==> src/rtl/srp_pkg.sv <==
package srp_pkg;
  typedef enum logic [1:0] {
    ST_HDR  = 2'd0,
    ST_DATA = 2'd1,
    ST_HALT = 2'd2
  } srp_state_e;
endpackage

==> src/rtl/srp_edge.sv <==
module srp_edge (
  input  logic clk,
  input  logic rst_n,
  input  logic sclk_i,
  output logic fall_o
);
  logic sclk_q;

  always_ff @(posedge clk) begin
    if (!rst_n) sclk_q <= 1'b0;
    else        sclk_q <= sclk_i;
  end

  assign fall_o = sclk_q & ~sclk_i;
endmodule

==> src/rtl/srp_frame.sv <==
module srp_frame
  import srp_pkg::*;
#(
  parameter int DW   = 16,
  parameter int AW   = 4,
  parameter int SW   = 4,
  parameter int NREG = 10,
  parameter logic [SW-1:0] DEV_HI = '1
) (
  input  logic          clk,
  input  logic          rst_n,
  input  logic [SW-1:0] strap_i,
  input  logic          cs_n_i,
  input  logic          fall_i,
  input  logic          sdi_i,
  input  logic [DW-1:0] rd_data_i,
  output logic          ld_o,
  output logic [AW-1:0] ld_addr_o,
  output logic          wr_o,
  output logic [AW-1:0] wr_addr_o,
  output logic [DW-1:0] wr_data_o,
  output logic          sdo_o,
  output logic          sdo_oe_o
);
  localparam int HDRLEN   = 4 + 2*SW + AW;
  localparam int LEN_MAX  = (HDRLEN > DW) ? HDRLEN : DW;
  localparam int CW       = $clog2(LEN_MAX);
  localparam int DEV_BEG  = 2;
  localparam int DEV_END  = 1 + 2*SW;
  localparam int ADDR_BEG = DEV_END + 1;
  localparam int ADDR_END = ADDR_BEG + AW - 1;
  localparam int HDR_END  = HDRLEN - 1;

  srp_state_e        state;
  logic [CW-1:0]     cnt;
  logic              rw_q;
  logic [AW-1:0]     addr_q;
  logic [2*SW-2:0]   dev_sr;
  logic [DW-2:0]     wsr;
  logic [DW-1:0]     osr;
  logic              oe_q;
  logic [SW-1:0]     strap_q;
  logic              last_word;
  logic              hdr_done;
  logic              word_done;

  assign last_word = (addr_q >= AW'(NREG-1));
  assign hdr_done  = fall_i && !cs_n_i && state == ST_HDR  && cnt == CW'(HDR_END);
  assign word_done = fall_i && !cs_n_i && state == ST_DATA && cnt == CW'(DW-1);

  always_comb begin
    ld_o      = rw_q && (hdr_done || (word_done && !last_word));
    ld_addr_o = (state == ST_HDR) ? addr_q : addr_q + 1'b1;
    wr_o      = word_done && !rw_q;
    wr_addr_o = addr_q;
    wr_data_o = {wsr, sdi_i};
  end

  always_ff @(posedge clk) begin
    if (!rst_n) begin
      strap_q <= strap_i;
      state   <= ST_HDR;
      cnt     <= '0;
      rw_q    <= 1'b0;
      addr_q  <= '0;
      dev_sr  <= '0;
      wsr     <= '0;
      osr     <= '0;
      oe_q    <= 1'b0;
    end else if (cs_n_i) begin
      state <= ST_HDR;
      cnt   <= '0;
      oe_q  <= 1'b0;
    end else if (fall_i) begin
      case (state)
        ST_HDR: begin
          cnt <= cnt + 1'b1;
          if (cnt == CW'(1)) rw_q <= sdi_i;
          if (cnt >= CW'(DEV_BEG) && cnt <= CW'(DEV_END))
            dev_sr <= {dev_sr[2*SW-3:0], sdi_i};
          if (cnt >= CW'(ADDR_BEG) && cnt <= CW'(ADDR_END))
            addr_q <= {addr_q[AW-2:0], sdi_i};
          if (cnt == '0 && sdi_i)
            state <= ST_HALT;
          if (cnt == CW'(DEV_END) && {dev_sr, sdi_i} != {DEV_HI, strap_q})
            state <= ST_HALT;
          if (cnt == CW'(HDR_END)) begin
            state <= ST_DATA;
            cnt   <= '0;
            if (rw_q) begin
              osr  <= rd_data_i;
              oe_q <= 1'b1;
            end
          end
        end
        ST_DATA: begin
          cnt <= cnt + 1'b1;
          wsr <= {wsr[DW-3:0], sdi_i};
          osr <= {osr[DW-2:0], 1'b0};
          if (cnt == CW'(DW-1)) begin
            cnt <= '0;
            if (last_word) begin
              state <= ST_HALT;
              oe_q  <= 1'b0;
            end else begin
              addr_q <= addr_q + 1'b1;
              if (rw_q) osr <= rd_data_i;
            end
          end
        end
        default: ;
      endcase
    end
  end

  assign sdo_oe_o = oe_q;
  assign sdo_o    = oe_q & osr[DW-1];
endmodule

==> src/rtl/srp_bank.sv <==
module srp_bank #(
  parameter int DW    = 16,
  parameter int AW    = 4,
  parameter int NREG  = 10,
  parameter int NCTRL = 8
) (
  input  logic                   clk,
  input  logic                   rst_n,
  input  logic                   ld_i,
  input  logic [AW-1:0]          ld_addr_i,
  input  logic                   wr_i,
  input  logic [AW-1:0]          wr_addr_i,
  input  logic [DW-1:0]          wr_data_i,
  input  logic [(NREG-NCTRL)*DW-1:0] stat_i,
  output logic [DW-1:0]          rd_data_o,
  output logic [NCTRL*DW-1:0]    ctrl_o,
  output logic                   irq_n_o
);
  localparam int NSTAT = NREG - NCTRL;

  logic [DW-1:0]    ctrl_q [NCTRL];
  logic [DW-1:0]    seen_q [NSTAT];
  logic [NSTAT-1:0] pend;
  logic             irq_n_q;

  for (genvar i = 0; i < NCTRL; i++) begin : g_ctrl
    always_ff @(posedge clk) begin
      if (!rst_n)                               ctrl_q[i] <= '0;
      else if (wr_i && wr_addr_i == AW'(i))     ctrl_q[i] <= wr_data_i;
    end
    assign ctrl_o[i*DW +: DW] = ctrl_q[i];
  end

  for (genvar s = 0; s < NSTAT; s++) begin : g_stat
    always_ff @(posedge clk) begin
      if (!rst_n)
        seen_q[s] <= stat_i[s*DW +: DW];
      else if (ld_i && ld_addr_i == AW'(NCTRL+s))
        seen_q[s] <= stat_i[s*DW +: DW];
    end
    assign pend[s] = |(stat_i[s*DW +: DW] ^ seen_q[s]);
  end

  always_comb begin
    rd_data_o = '0;
    for (int i = 0; i < NCTRL; i++)
      if (ld_addr_i == AW'(i)) rd_data_o = ctrl_q[i];
    for (int s = 0; s < NSTAT; s++)
      if (ld_addr_i == AW'(NCTRL+s)) rd_data_o = stat_i[s*DW +: DW];
  end

  always_ff @(posedge clk) begin
    if (!rst_n) irq_n_q <= 1'b1;
    else        irq_n_q <= ~|pend;
  end

  assign irq_n_o = irq_n_q;
endmodule

==> src/rtl/srp_port.sv <==
module srp_port #(
  parameter int DW    = 16,
  parameter int AW    = 4,
  parameter int SW    = 4,
  parameter int NREG  = 10,
  parameter int NCTRL = 8
) (
  input  logic                       clk,
  input  logic                       rst_n,
  input  logic [SW-1:0]              strap_i,
  input  logic                       cs_n_i,
  input  logic                       sclk_i,
  input  logic                       sdi_i,
  output logic                       sdo_o,
  output logic                       sdo_oe_o,
  input  logic [(NREG-NCTRL)*DW-1:0] stat_i,
  output logic [NCTRL*DW-1:0]        ctrl_o,
  output logic                       irq_n_o
);
  logic          sclk_fall;
  logic          ld;
  logic [AW-1:0] ld_addr;
  logic          wr;
  logic [AW-1:0] wr_addr;
  logic [DW-1:0] wr_data;
  logic [DW-1:0] rd_data;

  srp_edge u_edge (
    .clk    (clk),
    .rst_n  (rst_n),
    .sclk_i (sclk_i),
    .fall_o (sclk_fall)
  );

  srp_frame #(.DW(DW), .AW(AW), .SW(SW), .NREG(NREG)) u_frame (
    .clk       (clk),
    .rst_n     (rst_n),
    .strap_i   (strap_i),
    .cs_n_i    (cs_n_i),
    .fall_i    (sclk_fall),
    .sdi_i     (sdi_i),
    .rd_data_i (rd_data),
    .ld_o      (ld),
    .ld_addr_o (ld_addr),
    .wr_o      (wr),
    .wr_addr_o (wr_addr),
    .wr_data_o (wr_data),
    .sdo_o     (sdo_o),
    .sdo_oe_o  (sdo_oe_o)
  );

  srp_bank #(.DW(DW), .AW(AW), .NREG(NREG), .NCTRL(NCTRL)) u_bank (
    .clk       (clk),
    .rst_n     (rst_n),
    .ld_i      (ld),
    .ld_addr_i (ld_addr),
    .wr_i      (wr),
    .wr_addr_i (wr_addr),
    .wr_data_i (wr_data),
    .stat_i    (stat_i),
    .rd_data_o (rd_data),
    .ctrl_o    (ctrl_o),
    .irq_n_o   (irq_n_o)
  );
endmodule

==> config.mk <==
export PLATFORM = sky130hd
export DESIGN_NAME = srp_port
export DESIGN_NICKNAME = d
export VERILOG_FILES = /design/src/rtl/srp_pkg.sv /design/src/rtl/srp_edge.sv /design/src/rtl/srp_frame.sv /design/src/rtl/srp_bank.sv /design/src/rtl/srp_port.sv
export SDC_FILE = /design/constraint.sdc
export NUM_CORES = 1
export LEC_CHECK = 0
export BUFFER_PORTS_ARGS = -buffer_cell sky130_fd_sc_hd__buf_2
export CAP_MARGIN = 20
export CORE_MARGIN = 2
export CORE_UTILIZATION = 57
export DETAILED_ROUTE_END_ITERATION = 16
export PLACE_DENSITY = 0.8
export SLEW_MARGIN = 30
export SYNTH_ARGS = -nofsm -noshare
export SYNTH_HDL_FRONTEND = slang
export SYNTH_SLANG_ARGS = --single-unit
export TNS_END_PERCENT = 100
==> constraint.sdc <==
create_clock -name clk -period 5.2 [get_ports clk]
set_input_delay 0.26 -clock clk [delete_from_list [all_inputs] [get_ports clk]]
set_output_delay 0.26 -clock clk [all_outputs]
set_load 0.03 [all_outputs]
==> results of run 1 <==
placed cells by master, fill, tap and decap left out, types with 10 or more instances in the layout:
| master | Yosys | layout |
|---|---|---|
| nor2_1 | 34 | 33 |
| ha_1 | 10 | 10 |
| o22ai_1 | 23 | 23 |
| o21ai_0 | 34 | 24 |
| o31ai_1 | 10 | 10 |
| edfxtp_1 | 164 | 164 |
| clkbuf_16 | 0 | 23 |
| and2_1 | 132 | 132 |
| o211ai_1 | 10 | 10 |
| buf_2 | 24 | 171 |
| buf_4 | 5 | 12 |
| dfxtp_1 | 52 | 52 |
| a22oi_1 | 18 | 18 |
| a221oi_1 | 12 | 12 |
| a22o_1 | 11 | 11 |
| mux2i_1 | 12 | 12 |
| nand2_1 | 72 | 72 |
| o21ai_1 | 2 | 12 |
| xor2_1 | 34 | 34 |
| a21oi_1 | 66 | 65 |
| dlygate4sd3_1 | 0 | 30 |
flip-flops by register name, summed over array words and instances, names as in the netlist:
name	cells
u_frame.strap_q	4
u_frame.wsr	15
u_frame.dev_sr	7
u_frame.wr_addr_o	4
u_edge.sclk_q	1
u_frame.sdo_oe_o	1
u_frame.cnt	4
u_bank.irq_n_o	1
u_frame.osr	16
u_frame.rw_q	1
u_bank.ctrl_q	128
u_bank.seen_q	32
u_frame.state	2
logic make-up (layout without fill, tap and decap cells):
| logic type | after synthesis | in the layout | share of synthesized area |
|---|---|---|---|
| and+or+nand+nor | 310 | 310 | 0.1660 |
| DFF | 216 | 216 | 0.5651 |
| adders and majority gates | 10 | 10 | 0.01185 |
| buffers and inverters | 66 | 265 | 0.03034 |
| AOI/OAI and AO/OA | 268 | 268 | 0.1785 |
| muxes | 16 | 16 | 0.01588 |
| xor gates and xnor gates | 39 | 39 | 0.03235 |
power by group:
group	internal (mW)	switching (mW)
sequential	1.93	0.0574
combinational	0.106	0.231
clock	0.861	0.658
total	2.90	0.946
metal layers:
metal | vias to the layer above | GRT usage | share of wire
met2 | 525 | 0.5056 | 0.47
met1 | 4085 | 0.4305 | 0.41
met5 | - | 0 | 0
met3 | 62 | 0.05846 | 0.097
li1 | 3850 | - | -
met4 | 0 | 0.08612 | 0.026
worst max-delay path, cell delays in order (launching register included):
cell      delay, ns
dfxtp_1        0.86
inv_1          0.27
ha_1           0.53
nand2b_1       0.24
o21ai_2        0.70
nand2_2        0.41
o21ai_1        0.23
buf_4          0.27
how the worst min path moves through the flow:
stage / cells past startpoint / end / start
global placement: 1 / u_frame.strap_q[0]$_DFFE_PN_ / strap_i[0]
CTS: 1 / u_bank.seen_q[1][9]$_DFFE_PP_ / stat_i[25]
floorplan: 0 / u_bank.seen_q[0][0]$_DFFE_PP_ / stat_i[0]
detailed placement: 1 / u_frame.strap_q[2]$_DFFE_PN_ / strap_i[2]
global route: 1 / u_bank.seen_q[1][9]$_DFFE_PP_ / stat_i[25]
finish: 1 / u_bank.seen_q[1][14]$_DFFE_PP_ / stat_i[30]
area by class of cell:
class / instances / area, um^2
sequential: 216 / 5966
clock buffer: 33 / 643.1
fill: 1274 / 5567
inverter: 10 / 37.54
clock inverter: 9 / 50.05
timing repair buffer: 213 / 1246
multi-input combinational: 643 / 4290
tap: 229 / 286.5
cells in the mapped netlist, types with 18 or more instances:
master	n
a21oi_1	66
nand2_1	72
dfxtp_1	52
o22ai_1	23
buf_2	24
edfxtp_1	164
nor2_1	34
o21ai_0	34
clkbuf_1	23
a22oi_1	18
and2_1	132
xor2_1	34
timing repair:
action / 4_1_cts / 5_1_grt
setup buffers: 0 / 0
endpoints found under the hold margin: 30 / 0
hold buffers: 30 / 0
per-stage QoR:
| stage | total power, mW | hold WS [ns] | util |
|---|---|---|---|
| finish | 3.844 | 0.01524 | 0.6922 |
| CTS | 3.846 | 0.0004668 | 0.6922 |
| floorplan | 2.200 | 0.3589 | - |
| global route | 3.938 | 0.006166 | 0.6922 |
| global placement | 2.334 | 0.4388 | 0.6363 |
| detailed placement | 2.338 | 0.4381 | 0.6373 |
==> impl_metrics.ini, run 1 <==
[outcome]
status = finished with violations
violations = DRC

[route]
dr.pass1.iters = 12
drc_errors = 11
drt-initial-drc-count = 1025
wirelength_um = 30940
routed_via_density = 6.299
wl_per_cell_um = 22.87
ant_nets = 0
vias = 8522

[sta]
fin_worst_skew_ns = 0.008994
rsz0062_at_grt = false
worstMarginPinSlew_ns = 0.8904
finalSetupViolCount = 0
fin_setup_tns_ns = 0
relSlewSlack = 0.4021
report.final.hold_viol_count = 0
fmax_mhz = 259.5
period_share = 0.7411
period_needed_ns = 3.854
worst_slack_ns = 1.346
slew_viol_final = 0

[place]
io_buffers = 171
pre_cts_ws_ns = 1.443
dp.cells = 1281
place.gp.congestion = 0.9192
place_area_mm2 = 0.01153
dpl.hpwl_um = 21980

[global_route]
antenna_found_initial = 0
grt_pass1_wl_um = 47320
grt_pass1_vias = 8071
grt_max_degree = 38
grt_usage = 0.3101
overflow = 0

[die]
core_area_mm2 = 0.01809
dieArea_mm2 = 0.01963
placementRows = 49
start_util = 0.5837
die_h_um = 140.1
io_pins = 172
die_x_um = 140.1

[cts]
cts-resized-gates = 0
cts.sinks = 216
h-tree-depth = 1
cts_tree = yes
clock_path_buffers = 3
path_clk_slew_ns = 0.06
cts_buffers = 23
clk_latency_ns = 0.51
ctsRootBufferMaster = clkbuf_16

[pwr]
irDropWorstVdd_mv = 0.2780
p_leak_nw = 4.721
power_density_mw_per_mm2 = 307.1

[critical_path]
worstPathRequired_ns = 5.39
crit_path_end = u_bank.seen_q[0][1]$_DFFE_PP_
crit_type = register to register
worstPathArrival_ns = 4.05
startpoint = u_frame.wr_addr_o[0]$_SDFFE_PN0P_
path_max_fanout = 24
startpoint_type = register
rr_startpoint = u_frame.wr_addr_o[0]$_SDFFE_PN0P_
r2r-end = u_bank.seen_q[0][1]$_DFFE_PP_
r2r_cells = 7
crit_path_end_kind = register
rrSetupSlack_ns = 1.35

[cells_and_area]
final_cells = 1353
drive_gt1_frac = 0.2331
nets = 1158
insertedDiodeCount = 0
syn_to_final_growth_pct = 18.58
final_cell_area_mm2 = 0.01252

[synthesis]
ys.flop_type = edfxtp_1
syn_inst = 925
synth_top_area_cell = edfxtp_1
ys_types = 79
synthTopCellsByArea = edfxtp_1, dfxtp_1, and2_1
syn_avg_cell_area_um2 = 11.41
synth_edf_count = 164
syn_area_mm2 = 0.01056
synth_warnings = 0
yosysSeqAreaShare = 0.5651
ys_seq_elements = 216
synth.top_cell.area_share = 0.4665
synth_nets = 976
async_reset_ff_frac = 0

[hold_path]
hold_class = primary input to register

[run]
cap_viol_max_count = 0
Note: power is estimated with default switching activity, not from simulation.
==> run 2, diff against run 1 <==
--- a/config.mk
+++ b/config.mk
@@ -5,10 +5,11 @@
 export SDC_FILE = /design/constraint.sdc
 export NUM_CORES = 1
 export LEC_CHECK = 0
+export ABC_AREA = 1
 export BUFFER_PORTS_ARGS = -buffer_cell sky130_fd_sc_hd__buf_2
 export CAP_MARGIN = 20
 export CORE_MARGIN = 2
-export CORE_UTILIZATION = 57
+export CORE_UTILIZATION = 56
 export DETAILED_ROUTE_END_ITERATION = 16
 export PLACE_DENSITY = 0.8
 export SLEW_MARGIN = 30
==> constraint.sdc (replaced) <==
create_clock -name clk -period 3.8 [get_ports clk]
set_input_delay 0.19 -clock clk [delete_from_list [all_inputs] [get_ports clk]]
set_output_delay 0.19 -clock clk [all_outputs]
set_load 0.03 [all_outputs]
==> run 2 against run 1 <==
Worst setup slack got worse by 0.60 ns. Non-clock buffer count rose by 2. Core utilization fell by 1.0 points. Count of clock-buffer cells in the layout down 4. The flow now finishes without violations. Register-to-register slack got worse by 0.57 ns. Critical path type is now primary input to register. Wire length shrank 5.6%. Area after synthesis shrank 4.2%. Design area decreased by 2.8%. Combinational power grew 46%. Critical endpoint is now u_bank.ctrl_q[1][11]$_SDFFCE_PN0P_. Clock power rose by 39%. Highest routed layer unchanged. Global-route usage down 1.9 points. Via count increased by 2.9%.
==> impl_metrics.ini, run 2 <==
[synthesis]
synth-simple-area-share = 0.2598
synth_top_family_by_area = simple AND/OR/NAND/NOR gates
synth_edf_count = 164
post-synth-top-count-cell = nand2_1
muxShareOfSynthArea = 0
ys_types = 41
syn_avg_cell_area_um2 = 9.394
syn_inst = 1077
synth_warnings = 0
ys_seq_elements = 216
synthXorXnorAreaFrac = 0.02424
synthAdderAreaFrac = 0.01237
ys.flop_type = edfxtp_1
syn_area_mm2 = 0.01012
synth.top_cell.area_share = 0.4868
yosysSeqAreaShare = 0.5897
synth_top_area_cell = edfxtp_1
synthTopCellsByArea = edfxtp_1, dfxtp_1, nand2_1
synth_compound_area_frac = 0.05355
synthTopCellsByCount = nand2_1, nor2_1, edfxtp_1, inv_1, nand4_1
async_reset_ff_frac = 0
synth_nets = 1128

[cells_and_area]
final_cells = 1521
nets = 1328
final_cell_mix = nand2_1, nor2_1, buf_2
largest_register_ffs = 128
insertedDiodeCount = 0
top_regs = u_bank.ctrl_q x128, u_bank.seen_q x32, u_frame.osr x16
drive_gt1_frac = 0.1966
largest_register = u_bank.ctrl_q
final_common_cell = nand2_1
syn_to_final_growth_pct = 20.28

[die]
start_util = 0.5671
dieArea_mm2 = 0.01916
core_area_mm2 = 0.01784
io_pins = 172
die_x_um = 138.4
placementRows = 49
die_h_um = 138.4

[cts]
cts.hold.buffers_added = 37
h-tree-depth = 1
ctsRootBufferMaster = clkbuf_16
clock_path_buffers = 3
clk_latency_ns = 0.50
cts_tree = yes
cts_buffers = 23
cts-resized-gates = 0
cts.sinks = 216
path_clk_slew_ns = 0.06
postCtsSetupRepairBufs = 0

[sta]
period_share = 0.8031
worstMarginPinSlew_ns = 0.8208
fin_worst_skew_ns = 0.01028
finalSetupViolCount = 0
fmax_mhz = 327.7
slew_viol_final = 0
fin_setup_tns_ns = 0
rsz0062_at_grt = false
holdWs_ns = 0.02773
worst_slack_ns = 0.7482
period_needed_ns = 3.052
relSlewSlack = 0.4508
report.final.hold_viol_count = 0

[pwr]
irDropWorstVdd_mv = 0.2704
power_density_mw_per_mm2 = 436.5
power_mw = 5.312
p_leak_nw = 4.758

[global_route]
antenna_found_initial = 0
grt_max_degree = 39
grt_pass1_vias = 8083
overflow = 0
grt_usage = 0.2916
grt_pass1_wl_um = 43580

[route]
vias = 8773
ant_nets = 0
routed_via_density = 5.768
drc_errors = 0
dr.pass1.iters = 5
wirelength_um = 29200
wl_per_cell_um = 19.20
drt-initial-drc-count = 1010

[critical_path]
startpoint_type = primary input
critPathTopFamily = simple AND/OR/NAND/NOR gates
worstPathArrival_ns = 3.18
cp_cell_sequence = dlygate4sd3_1, buf_2, nor2_2, nand2_4, nor2_4, inv_2, nor2_4, inv_2, nor3_4, nand3_1, nand2_1
crit_path_end_kind = register
startpoint = sclk_i
cpPeakStageDelay_ns = 0.61
rr_startpoint = u_edge.sclk_q$_SDFF_PN0_
cp.buffers_inverters = 4
worstPathRequired_ns = 3.93
crit_type = primary input to register
path_max_fanout = 31
cpMaxStageDelayCell = nand2_1

[place]
dp.cells = 1444
pre_cts_ws_ns = 0.8776
place.gp.congestion = 0.9395
dpl.hpwl_um = 19840
io_buffers = 171

[hold_path]
min_from = sdi_i
hold_class = primary input to register

[outcome]
status = complete, no violations

[run]
cap_viol_max_count = 0
==> run 2: path summary, 6_finish.rpt <==
path	to	slack, ns	cells after the start
setup reg to reg	u_bank.ctrl_q[1][11]$_SDFFCE_PN0P_	0.78	10
hold reg to reg	u_frame.osr[1]$_SDFFE_PN0P_	0.46	2
hold / removal	u_frame.wr_addr_o[0]$_SDFFE_PN0P_	0.03	3
setup / recovery	u_bank.ctrl_q[1][11]$_SDFFCE_PN0P_	0.75	11
==> run 2: tightest hold or removal path: cells and delay by family <==
family                 cells  cell delay (ns)
buffers and inverters      1             0.14
AO/OA/AOI/OAI              1             0.08
AND/OR/NAND/NOR            1             0.07
==> run 2: layer usage <==
layer	wire, um	global-route usage
met5	0	0
met4	992	0.1112
met3	2904	0.03602
met2	14140	0.4776
met1	11160	0.4026
==> run 2: final cells by class <==
class	count	area [um^2]
timing repair buffer	215	1279
clock buffer	29	621.8
multi-input combinational	717	3545
sequential	216	5966
tap	229	286.5
inverter	104	390.4
clock inverter	11	81.33
fill	1359	5672
==> run 2: where the power goes <==
group / internal, mW / switching, mW
registers: 2.64 / 0.0650
logic: 0.148 / 0.344
clock network: 1.22 / 0.892
total: 4.01 / 1.30
==> run 2: per-stage QoR <==
step,area (um^2),util
6_report,12170,0.6821
3_5_place_dp,11100,0.6219
5_1_grt,12170,0.6821
2_1_floorplan,10120,-
4_1_cts,12170,0.6821
3_3_place_gp,11100,0.6219
==> run 2: logic make-up (layout without fill, tap and decap cells) <==
kind of cell	Yosys count	in the layout
buffers and inverters	144	359
adders and majority gates	10	10
and+or+nand+nor	577	577
DFF	216	216
xor gates and xnor gates	28	28
AOI/OAI and AO/OA	102	102
